==> src/rtl/dis_pkg.sv <==
package dis_pkg;
  localparam int INSN_W = 32;
  localparam int REG_W  = 5;
  localparam int OPC_W  = 6;
  localparam int PKT_W  = 2 * INSN_W;
  localparam int OPC_LSB = INSN_W - OPC_W;
  localparam int RS_LSB  = OPC_LSB - REG_W;
  localparam int RT_LSB  = RS_LSB - REG_W;
  localparam int RD_LSB  = RT_LSB - REG_W;

  localparam logic [OPC_W-1:0] OP_ALUR  = 6'h00;
  localparam logic [OPC_W-1:0] OP_ALUI  = 6'h08;
  localparam logic [OPC_W-1:0] OP_BR    = 6'h04;
  localparam logic [OPC_W-1:0] OP_LOAD  = 6'h23;
  localparam logic [OPC_W-1:0] OP_STORE = 6'h2B;

  typedef enum logic [2:0] {
    K_NOP, K_ALUR, K_ALUI, K_BR, K_LOAD, K_STORE, K_BAD
  } kind_e;

  typedef struct packed {
    logic             a_en;
    logic [REG_W-1:0] a;
    logic             b_en;
    logic [REG_W-1:0] b;
  } srcs_t;

  typedef struct packed {
    kind_e            kind;
    logic             wr_en;
    logic [REG_W-1:0] wr_reg;
    srcs_t            src;
  } dec_t;

  function automatic dec_t crack(input logic [INSN_W-1:0] w);
    dec_t             d;
    logic [REG_W-1:0] rs, rt, rd;
    rs = w[RS_LSB +: REG_W];
    rt = w[RT_LSB +: REG_W];
    rd = w[RD_LSB +: REG_W];
    d = '0;
    d.kind = K_BAD;
    if (w == '0) begin
      d.kind = K_NOP;
    end else begin
      case (w[OPC_LSB +: OPC_W])
        OP_ALUR:  begin d.kind = K_ALUR;  d.wr_en = 1'b1; d.wr_reg = rd;
                        d.src = '{1'b1, rs, 1'b1, rt}; end
        OP_ALUI:  begin d.kind = K_ALUI;  d.wr_en = 1'b1; d.wr_reg = rt;
                        d.src = '{1'b1, rs, 1'b0, '0}; end
        OP_BR:    begin d.kind = K_BR;
                        d.src = '{1'b1, rs, 1'b1, rt}; end
        OP_LOAD:  begin d.kind = K_LOAD;  d.wr_en = 1'b1; d.wr_reg = rt;
                        d.src = '{1'b1, rs, 1'b0, '0}; end
        OP_STORE: begin d.kind = K_STORE;
                        d.src = '{1'b1, rs, 1'b1, rt}; end
        default:  d.kind = K_BAD;
      endcase
    end
    return d;
  endfunction

  // True when the operand set reads register r; register zero never counts.
  function automatic logic uses_reg(input srcs_t s, input logic [REG_W-1:0] r);
    return (r != '0) && ((s.a_en && s.a == r) || (s.b_en && s.b == r));
  endfunction
endpackage

==> src/rtl/dis_issue_ctl.sv <==
module dis_issue_ctl
  import dis_pkg::*;
(
  input  logic             clk,
  input  logic             rst_n,
  input  logic             pkt_valid,
  input  logic             legal,
  input  logic             lu_hit,
  input  logic             intra_hit,
  input  logic             nop0,
  input  logic             nop1,
  input  logic             s1_load,
  input  logic [REG_W-1:0] s1_dst,
  output logic             issue0,
  output logic             issue1,
  output logic             hold,
  output logic             illegal,
  output logic             ld_pend,
  output logic [REG_W-1:0] ld_reg,
  output logic             lu_stall,
  output logic             split_first
);
  logic second_half;
  logic go0, go1;

  always_comb begin
    go0 = 1'b0; go1 = 1'b0; hold = 1'b0; illegal = 1'b0;
    lu_stall = 1'b0; split_first = 1'b0;
    if (pkt_valid) begin
      if (second_half) begin
        go1 = 1'b1;
      end else if (!legal) begin
        illegal = 1'b1;
      end else if (lu_hit) begin
        lu_stall = 1'b1;
        hold     = 1'b1;
      end else if (intra_hit) begin
        split_first = 1'b1;
        go0         = 1'b1;
        hold        = 1'b1;
      end else begin
        go0 = 1'b1;
        go1 = 1'b1;
      end
    end
  end

  assign issue0 = go0 && !nop0;
  assign issue1 = go1 && !nop1;

  always_ff @(posedge clk) begin
    if (!rst_n) begin
      second_half <= 1'b0;
      ld_pend     <= 1'b0;
      ld_reg      <= '0;
    end else begin
      if (pkt_valid) second_half <= split_first;
      ld_pend <= go1 && s1_load && (s1_dst != '0);
      ld_reg  <= s1_dst;
    end
  end
endmodule

==> config.mk <==
export PLATFORM = sky130hd
export DESIGN_NAME = dis_issue_ctl
export DESIGN_NICKNAME = d
export VERILOG_FILES = /design/src/rtl/dis_pkg.sv /design/src/rtl/dis_issue_ctl.sv
export SDC_FILE = /design/constraint.sdc
export NUM_CORES = 1
export LEC_CHECK = 0
export ABC_AREA = 0
export BUFFER_PORTS_ARGS = -buffer_cell sky130_fd_sc_hd__buf_2
export CAP_MARGIN = 20
export CORE_AREA = 2 2 39 41
export CTS_BUF_LIST = sky130_fd_sc_hd__clkbuf_8 sky130_fd_sc_hd__clkbuf_16
export DETAILED_ROUTE_END_ITERATION = 10
export DIE_AREA = 0 0 41 43
export GPL_TIMING_DRIVEN = 0
export PLACE_DENSITY = 0.6
export SYNTH_ARGS = -nofsm -noshare
export SYNTH_HDL_FRONTEND = slang
export SYNTH_SLANG_ARGS = --single-unit
==> constraint.sdc <==
create_clock -name clk -period 1.2 [get_ports clk]
set_input_delay 0.12 -clock clk [delete_from_list [all_inputs] [get_ports clk]]
set_output_delay 0.12 -clock clk [all_outputs]
set_load 0.03 [all_outputs]
; Yosys cells after proc, flatten, opt, wreduce, memory -nomap -nowiden
; Cells that the tools add are included.
[word_totals]
out_inout_bits = 12
latchBits = 0
word_cells = 35
regBits = 7
romBits = 0
mem_bits_rw = 0
in_bits = 14
memories = 0
[op_classes]
n_mux = 25
n_div = 0
add_sub_neg = 0
reduce_logical = 7
bitwise_logic = 0
n_mul = 0
order_cmp = 0
n_eq_ne = 0
shifts = 0
[ops]
columns = cell, count
row1 = $mux W1, 25
row2 = $reduce_bool A5 Y1, 1
row3 = $logic_and A1 B1 Y1, 4
row4 = $logic_not A1 Y1, 2

; Logic depth before layout (Yosys ltp)
; Gate-level depths: netlist of run 1.
[logic_depth]
word_depth = 7
depth_mapped = 3
ltp_nobuf = 3

; Least setup slack after synthesis of run 1
; No wires, ideal clock.
[synth_path]
kind = reg2out
start = register second_half
end = output port issue0
stages_incl_launch_ff = 3
arrival_time_ps = 1193
t_required_ps = 1080
path_slack_ps = -113
cell_sequence = dfxtp_1 nand3b_1 nor3_1
[synth_via]
elab_chain_len = 3
[synth_rtl]
columns = item, line_no
row1 = "start, declared", dis_issue_ctl.sv:23  ; logic second_half;
row2 = "start signal, assigned", dis_issue_ctl.sv:57  ; if (pkt_valid) second_half <= split_first;
row3 = $mux W1, dis_issue_ctl.sv:30  ; if (second_half) begin
row4 = $mux W1, dis_issue_ctl.sv:29  ; if (pkt_valid) begin
row5 = $logic_and A1 B1 Y1, dis_issue_ctl.sv:48  ; assign issue0 = go0 && !nop0;
row6 = "end, declared", dis_issue_ctl.sv:14  ; output logic issue0,
; Every way passes these cells.

; Worst setup path in the final report of run 1
[layout_path]
start = register second_half
end = output port split_first
[layout_via]
elab_chain_len = 2
[layout_rtl]
columns = item, line_no
row1 = $mux W1, dis_issue_ctl.sv:30
row2 = $mux W1, dis_issue_ctl.sv:29
row3 = "end, declared", dis_issue_ctl.sv:21  ; output logic split_first
; Every way passes these cells.

==> results of run 1 <==
[cell usage after synthesis, types with 2 or more instances]
cell	n
dfxtp_1	7
nor3b_1	2
nor2_1	5
and2_1	4
[worst max-delay path, delay by kind of cell, from the launching register on]
family	cells	cell delay, ns
buffers and inverters	1	0.16
flip-flops	1	0.31
AND/OR/NAND/NOR	2	0.52
[final cells by class]
class,count,share of cell area [%]
tap,16,3.77
clock buffer,3,7.78
inverter,1,0.708
clock inverter,1,0.708
multi-input combinational,20,30.4
timing repair buffer,27,30.0
sequential,7,26.7
[routing by layer]
layer,track usage (%),routed length [um]
met1,8.97,281
met2,18.1,455
met3,6.81,46
met4,8.00,17
met5,0,0
[power by group]
| group | internal, mW | switching [mW] |
|---|---|---|
| Clock | 0.221 | 0.0969 |
| Sequential | 0.244 | 0.00226 |
| Combinational | 0.0499 | 0.0709 |
[cell families (layout without fill, tap and decap cells)]
kind of cell	Yosys count	after routing
compound gates	3	3
flops	7	7
buf+inv	1	32
simple gates	17	17
[worst max path at each step]
stage	to	from	cells after the start
3_3_place_gp	split_first	second_half$_SDFFE_PN0P_	3
6_report	split_first	second_half$_SDFFE_PN0P_	3
3_5_place_dp	split_first	second_half$_SDFFE_PN0P_	3
5_1_grt	split_first	second_half$_SDFFE_PN0P_	3
4_1_cts	split_first	second_half$_SDFFE_PN0P_	3
2_1_floorplan	second_half$_SDFFE_PN0P_	second_half$_SDFFE_PN0P_	3
[metrics by stage]
stage	total power [mW]	TNS (ns)	cells
after floorplan	0.310	0	28
after global placement	0.357	0	69
after detailed placement	0.358	0	69
after CTS	0.696	-0.317	75
after global routing	0.723	-0.626	75
final	0.685	-0.320	75
[timing repair]
item / in CTS / in global routing
resized for setup: 7 / 5
pin swaps: 2 / 3
buffers inserted: 2 / 0
setup endpoints to repair: 4 / 7
cloned: 0 / 0
==> flow_metrics.env, run 1 <==
export IMPL_vias_per_cell=4.37
export IMPL_ir_drop_v=0.000465
export IMPL_period_share_pct=111
export IMPL_synth_top_family_by_area="simple AND/OR/NAND/NOR gates"
export IMPL_nets=74
export IMPL_drc_errors=0
export IMPL_start_util_pct=20.1
export IMPL_min_to="ld_reg[2]$_SDFF_PN0_"
export IMPL_r2r_start="second_half$_SDFFE_PN0P_"
export IMPL_die_height_um=43
export IMPL_rsz0062_at_grt="yes"
export IMPL_ys_types=14
export IMPL_ff_latch_area_sq_um=141
export IMPL_maxSlewViolCount=0
export IMPL_grt_use_total_pct=11.1
export IMPL_reg2reg_depth=4
export IMPL_critical_path_class="flop to output pin"
export IMPL_num_vias=328
export IMPL_synthSimpleGateAreaFrac_pct=39.2
export IMPL_start_kind="flop"
export IMPL_arrival_ns=1.21
export IMPL_place_area_sq_um=434
export IMPL_initialDrtViolationCount=2
export IMPL_slew_headroom_pct=70.3
export IMPL_ys_seq_area_share_pct=50.5
export IMPL_core_area_sq_um=1380
export IMPL_firstDrtPassIters=3
export IMPL_synth_top_area_share_pct=50.5
export IMPL_htreeDepth=1
export IMPL_period_minus_slack_ns=1.33
export IMPL_synthMuxAreaShare_pct=0
export IMPL_cts_hold_buffers=0
export IMPL_fin_skew_ns=0.000685
export IMPL_cp_slowest_cell="dfxtp_2"
export IMPL_ant_nets=0
export IMPL_clockBufferDepth=2
export IMPL_path_clk_slew_ns=0.04
export IMPL_insertion_delay_ns=0.22
export IMPL_tritoncts="done"
export IMPL_hold_path_cell_count=2
export IMPL_r2r_slack_ns=0.08
export IMPL_netlist_area_sq_um=278
export IMPL_hpwl_um=548
export IMPL_synth_avg_cell_area_sq_um=9.92
export IMPL_ys_flop_type="dfxtp_1"
export IMPL_multi_input_area_sq_um=161
export IMPL_grt_pass1_vias=333
export IMPL_finalWirelength_um=801
export IMPL_worstPathRequired_ns=1.08
export IMPL_failed_checks="setup timing"
export IMPL_cts_made_buffers=3
export IMPL_worstMarginPinSlew_ns=0.444
export IMPL_synth_edf_count=0
export IMPL_setup_viol=4
export IMPL_ys_ff_latch=7
export IMPL_grt_max_degree=8
export IMPL_synthArstFlopShare_pct=0
export IMPL_cts_sinks=7
export IMPL_synth_compound_area_share_pct=9.01
export IMPL_hp_class="input port to flop"
export IMPL_p_leak_nw=0.267
export IMPL_final_area_sq_um=531
export IMPL_status="complete, but fails checks"
export IMPL_finalHoldViolations=0
export IMPL_min_from="s1_dst[2]"
export IMPL_die_area_sq_um=1760
export IMPL_p_per_area_nw_per_um2=1290
export IMPL_final_layout_size_suffix_gt1_share_pct=64.4
export IMPL_synthCells=28
export IMPL_setup_ws_ns=-0.133
export IMPL_grt_overflow=0
export IMPL_final_common_cell="buf_2"
export IMPL_largest_reg_flops=5
export IMPL_die_w_um=41
export IMPL_final_core_util_pct=38.3
export IMPL_rows=14
export IMPL_fillers=153
export IMPL_crit_chain="nand3b_1 -> nor3b_4 -> buf_6"
export IMPL_io_buffers=25
export IMPL_synthXorXnorAreaFrac_pct=0
export IMPL_pre_cts_slack_ns=0.0424
export IMPL_cap_viol_max_count=0
export IMPL_synthesis_nets=42
export IMPL_yosysWarningCount=0
export IMPL_wl_per_cell_um=10.7
export IMPL_whs_ns=0.113
export IMPL_gp_congestion=0.683
export IMPL_r2r_end="second_half$_SDFFE_PN0P_"
export IMPL_antenna_cells=0
export IMPL_synth_top_area_cell="dfxtp_1"
export IMPL_synth_top_cells_by_area="dfxtp_1 (50%), and2_1 (9.0%), nor2_1 (6.8%), nor3b_1 (5.4%), nor3b_2 (4.5%)"
export IMPL_max_stage_delay_ns=0.31
export IMPL_grt_first_pass_wirelength_um=1240
export IMPL_crit_path_end_kind="output pin"
export IMPL_layout_common_cells="buf_2 (19), buf_4 (7), dfxtp_1 (6)"
export IMPL_area_growth_pct=91.0
export IMPL_crit_fanout=4
export IMPL_fmax_mhz=750
export IMPL_num_io_pins=26
export IMPL_clock_root_buffer="clkbuf_8"
export IMPL_antenna_found_initial=0
export IMPL_synth_fa_ha_area_share_pct=0
Power figures use the tool's default switching activity.
==> inputs of run 2 (changes only) <==
--- a/config.mk
+++ b/config.mk
@@ -14,6 +14,7 @@
 export DIE_AREA = 0 0 41 43
 export GPL_TIMING_DRIVEN = 0
 export PLACE_DENSITY = 0.6
+export SKIP_CTS_REPAIR_TIMING = 1
 export SYNTH_ARGS = -nofsm -noshare
 export SYNTH_HDL_FRONTEND = slang
 export SYNTH_SLANG_ARGS = --single-unit
==> constraint.sdc (replaced) <==
create_clock -name clk -period 1.5 [get_ports clk]
set_input_delay 0.15 -clock clk [delete_from_list [all_inputs] [get_ports clk]]
set_output_delay 0.15 -clock clk [all_outputs]
set_load 0.03 [all_outputs]
==> run 2 against run 1 <==
The flow now finishes without violations. Wire length down 25%. Die area unchanged. Sequential cell count unchanged. Largest cell class is now registers. Hold slack better by 0.038 ns. Register-to-register slack better by 0.42 ns. Combinational power down 32%. Sequential power down 20%. Utilization down 4.5 points. Critical path depth unchanged. Highest routed layer unchanged. Sequential share of layout area up 3.3 points. Global-route usage down 3.4 points. Final area down 12%.
==> flow_metrics.env, run 2 (synthesis gave the netlist of run 1 again) <==
export IMPL_antenna_cells=0
export IMPL_worstMarginPinSlew_ns=0.191
export IMPL_start_util_pct=20.1
export IMPL_setup_viol=0
export IMPL_cts_made_buffers=3
export IMPL_critical_path_class="flop to output pin"
export IMPL_finalWirelength_um=602
export IMPL_crit_fanout=4
export IMPL_final_layout_size_suffix_gt1_share_pct=56.1
export IMPL_initialDrtViolationCount=0
export IMPL_clock_root_buffer="clkbuf_8"
export IMPL_final_core_util_pct=33.8
export IMPL_largest_reg_flops=5
export IMPL_ant_nets=0
export IMPL_layout_common_cells="buf_2 (25), dfxtp_1 (7), nor2_1 (5)"
export IMPL_final_common_cell="buf_2"
export IMPL_grt_overflow=0
export IMPL_clockBufferDepth=2
export IMPL_rsz0062_at_grt="no"
export IMPL_rows=14
export IMPL_slew_headroom_pct=87.2
export IMPL_grt_first_pass_wirelength_um=910
export IMPL_gp_congestion=0.722
export IMPL_worstPathRequired_ns=1.35
export IMPL_period_share_pct=93.1
export IMPL_die_area_sq_um=1760
export IMPL_num_vias=285
export IMPL_area_growth_pct=68.5
export IMPL_io_buffers=25
export IMPL_setup_tns_ns=0
export IMPL_fin_cells=73
export IMPL_grt_max_degree=8
export IMPL_period_minus_slack_ns=1.40
export IMPL_status="completed"
export IMPL_start_kind="flop"
export IMPL_die_height_um=43
export IMPL_die_w_um=41
export IMPL_numPlacedInstances=69
export IMPL_crit_path_end_kind="output pin"
export IMPL_p_per_area_nw_per_um2=1130
export IMPL_finalHoldViolations=0
export IMPL_path_clk_slew_ns=0.04
export IMPL_fmax_mhz=716
export IMPL_tritoncts="done"
export IMPL_hp_class="input port to flop"
export IMPL_firstDrtPassIters=1
export IMPL_cap_viol_max_count=0
export IMPL_p_leak_nw=0.245
export IMPL_grt_use_total_pct=7.72
export IMPL_fin_skew_ns=0.0000628
export IMPL_vias_per_cell=3.90
export IMPL_whs_ns=0.151
export IMPL_drc_errors=0
export IMPL_nets=72
export IMPL_htreeDepth=1
export IMPL_arrival_ns=1.25
export IMPL_core_area_sq_um=1380
export IMPL_wl_per_cell_um=8.25
export IMPL_insertion_delay_ns=0.22
export IMPL_grt_pass1_vias=247
export IMPL_antenna_found_initial=0
export IMPL_hpwl_um=503
export IMPL_cts_sinks=7
export IMPL_ir_drop_v=0.000408
export IMPL_num_io_pins=26
export IMPL_maxSlewViolCount=0
## run 2: cell count changes in the layout (fill, tap and decap cells not counted), sizes merged
cell and change:
buf -2
## run 2: layout make-up
class | count | area (sq um)
clock inverters | 1 | 3.75
clock buffers | 3 | 41.3
flip-flops and latches | 7 | 140
inverters | 1 | 3.75
well taps | 16 | 20.0
fillers | 157 | 916
multi-input cells | 20 | 134
repair buffers | 25 | 125
## run 2: routing by layer
layer | global-route usage, % | share of wire (%) | up-vias
li1 | - | - | 152
met1 | 9.29 | 40 | 124
met2 | 11.3 | 52 | 7
met3 | 3.14 | 7.0 | 2
met4 | 4.00 | 1.2 | 0
met5 | 0 | 0 | -
## run 2: worst max-delay path, stage by stage (launching register included)
cell      delay [ns]
dfxtp_1         0.31
nand3b_1        0.23
nor3b_2         0.25
buf_2           0.23
## run 2: worst paths after layout
check	end	slack [ns]	cells past startpoint	start
setup / recovery	split_first	0.10	3	second_half$_SDFFE_PN0P_
hold / removal	ld_reg[3]$_SDFF_PN0_	0.15	2	s1_dst[3]
setup reg to reg	second_half$_SDFFE_PN0P_	0.50	3	second_half$_SDFFE_PN0P_
hold reg to reg	ld_pend$_SDFF_PN0_	0.58	2	second_half$_SDFFE_PN0P_
## run 2: metrics by stage
step	setup WS, ns	power, mW	instance area (sq um)
finish	0.103	0.529	468
global route	0.0184	0.561	468
CTS	0.0936	0.538	468
detailed placement	0.350	0.283	423
global placement	0.341	0.283	423
floorplan	0.157	0.246	278
## run 2: where the power goes
group | leakage [nW] | switching (mW) | internal (mW) | total, mW
combinational | 0.160 | 0.0502 | 0.0321 | 0.0823
sequential | 0.0579 | 0.00176 | 0.195 | 0.197
clock | 0.0269 | 0.0734 | 0.176 | 0.250
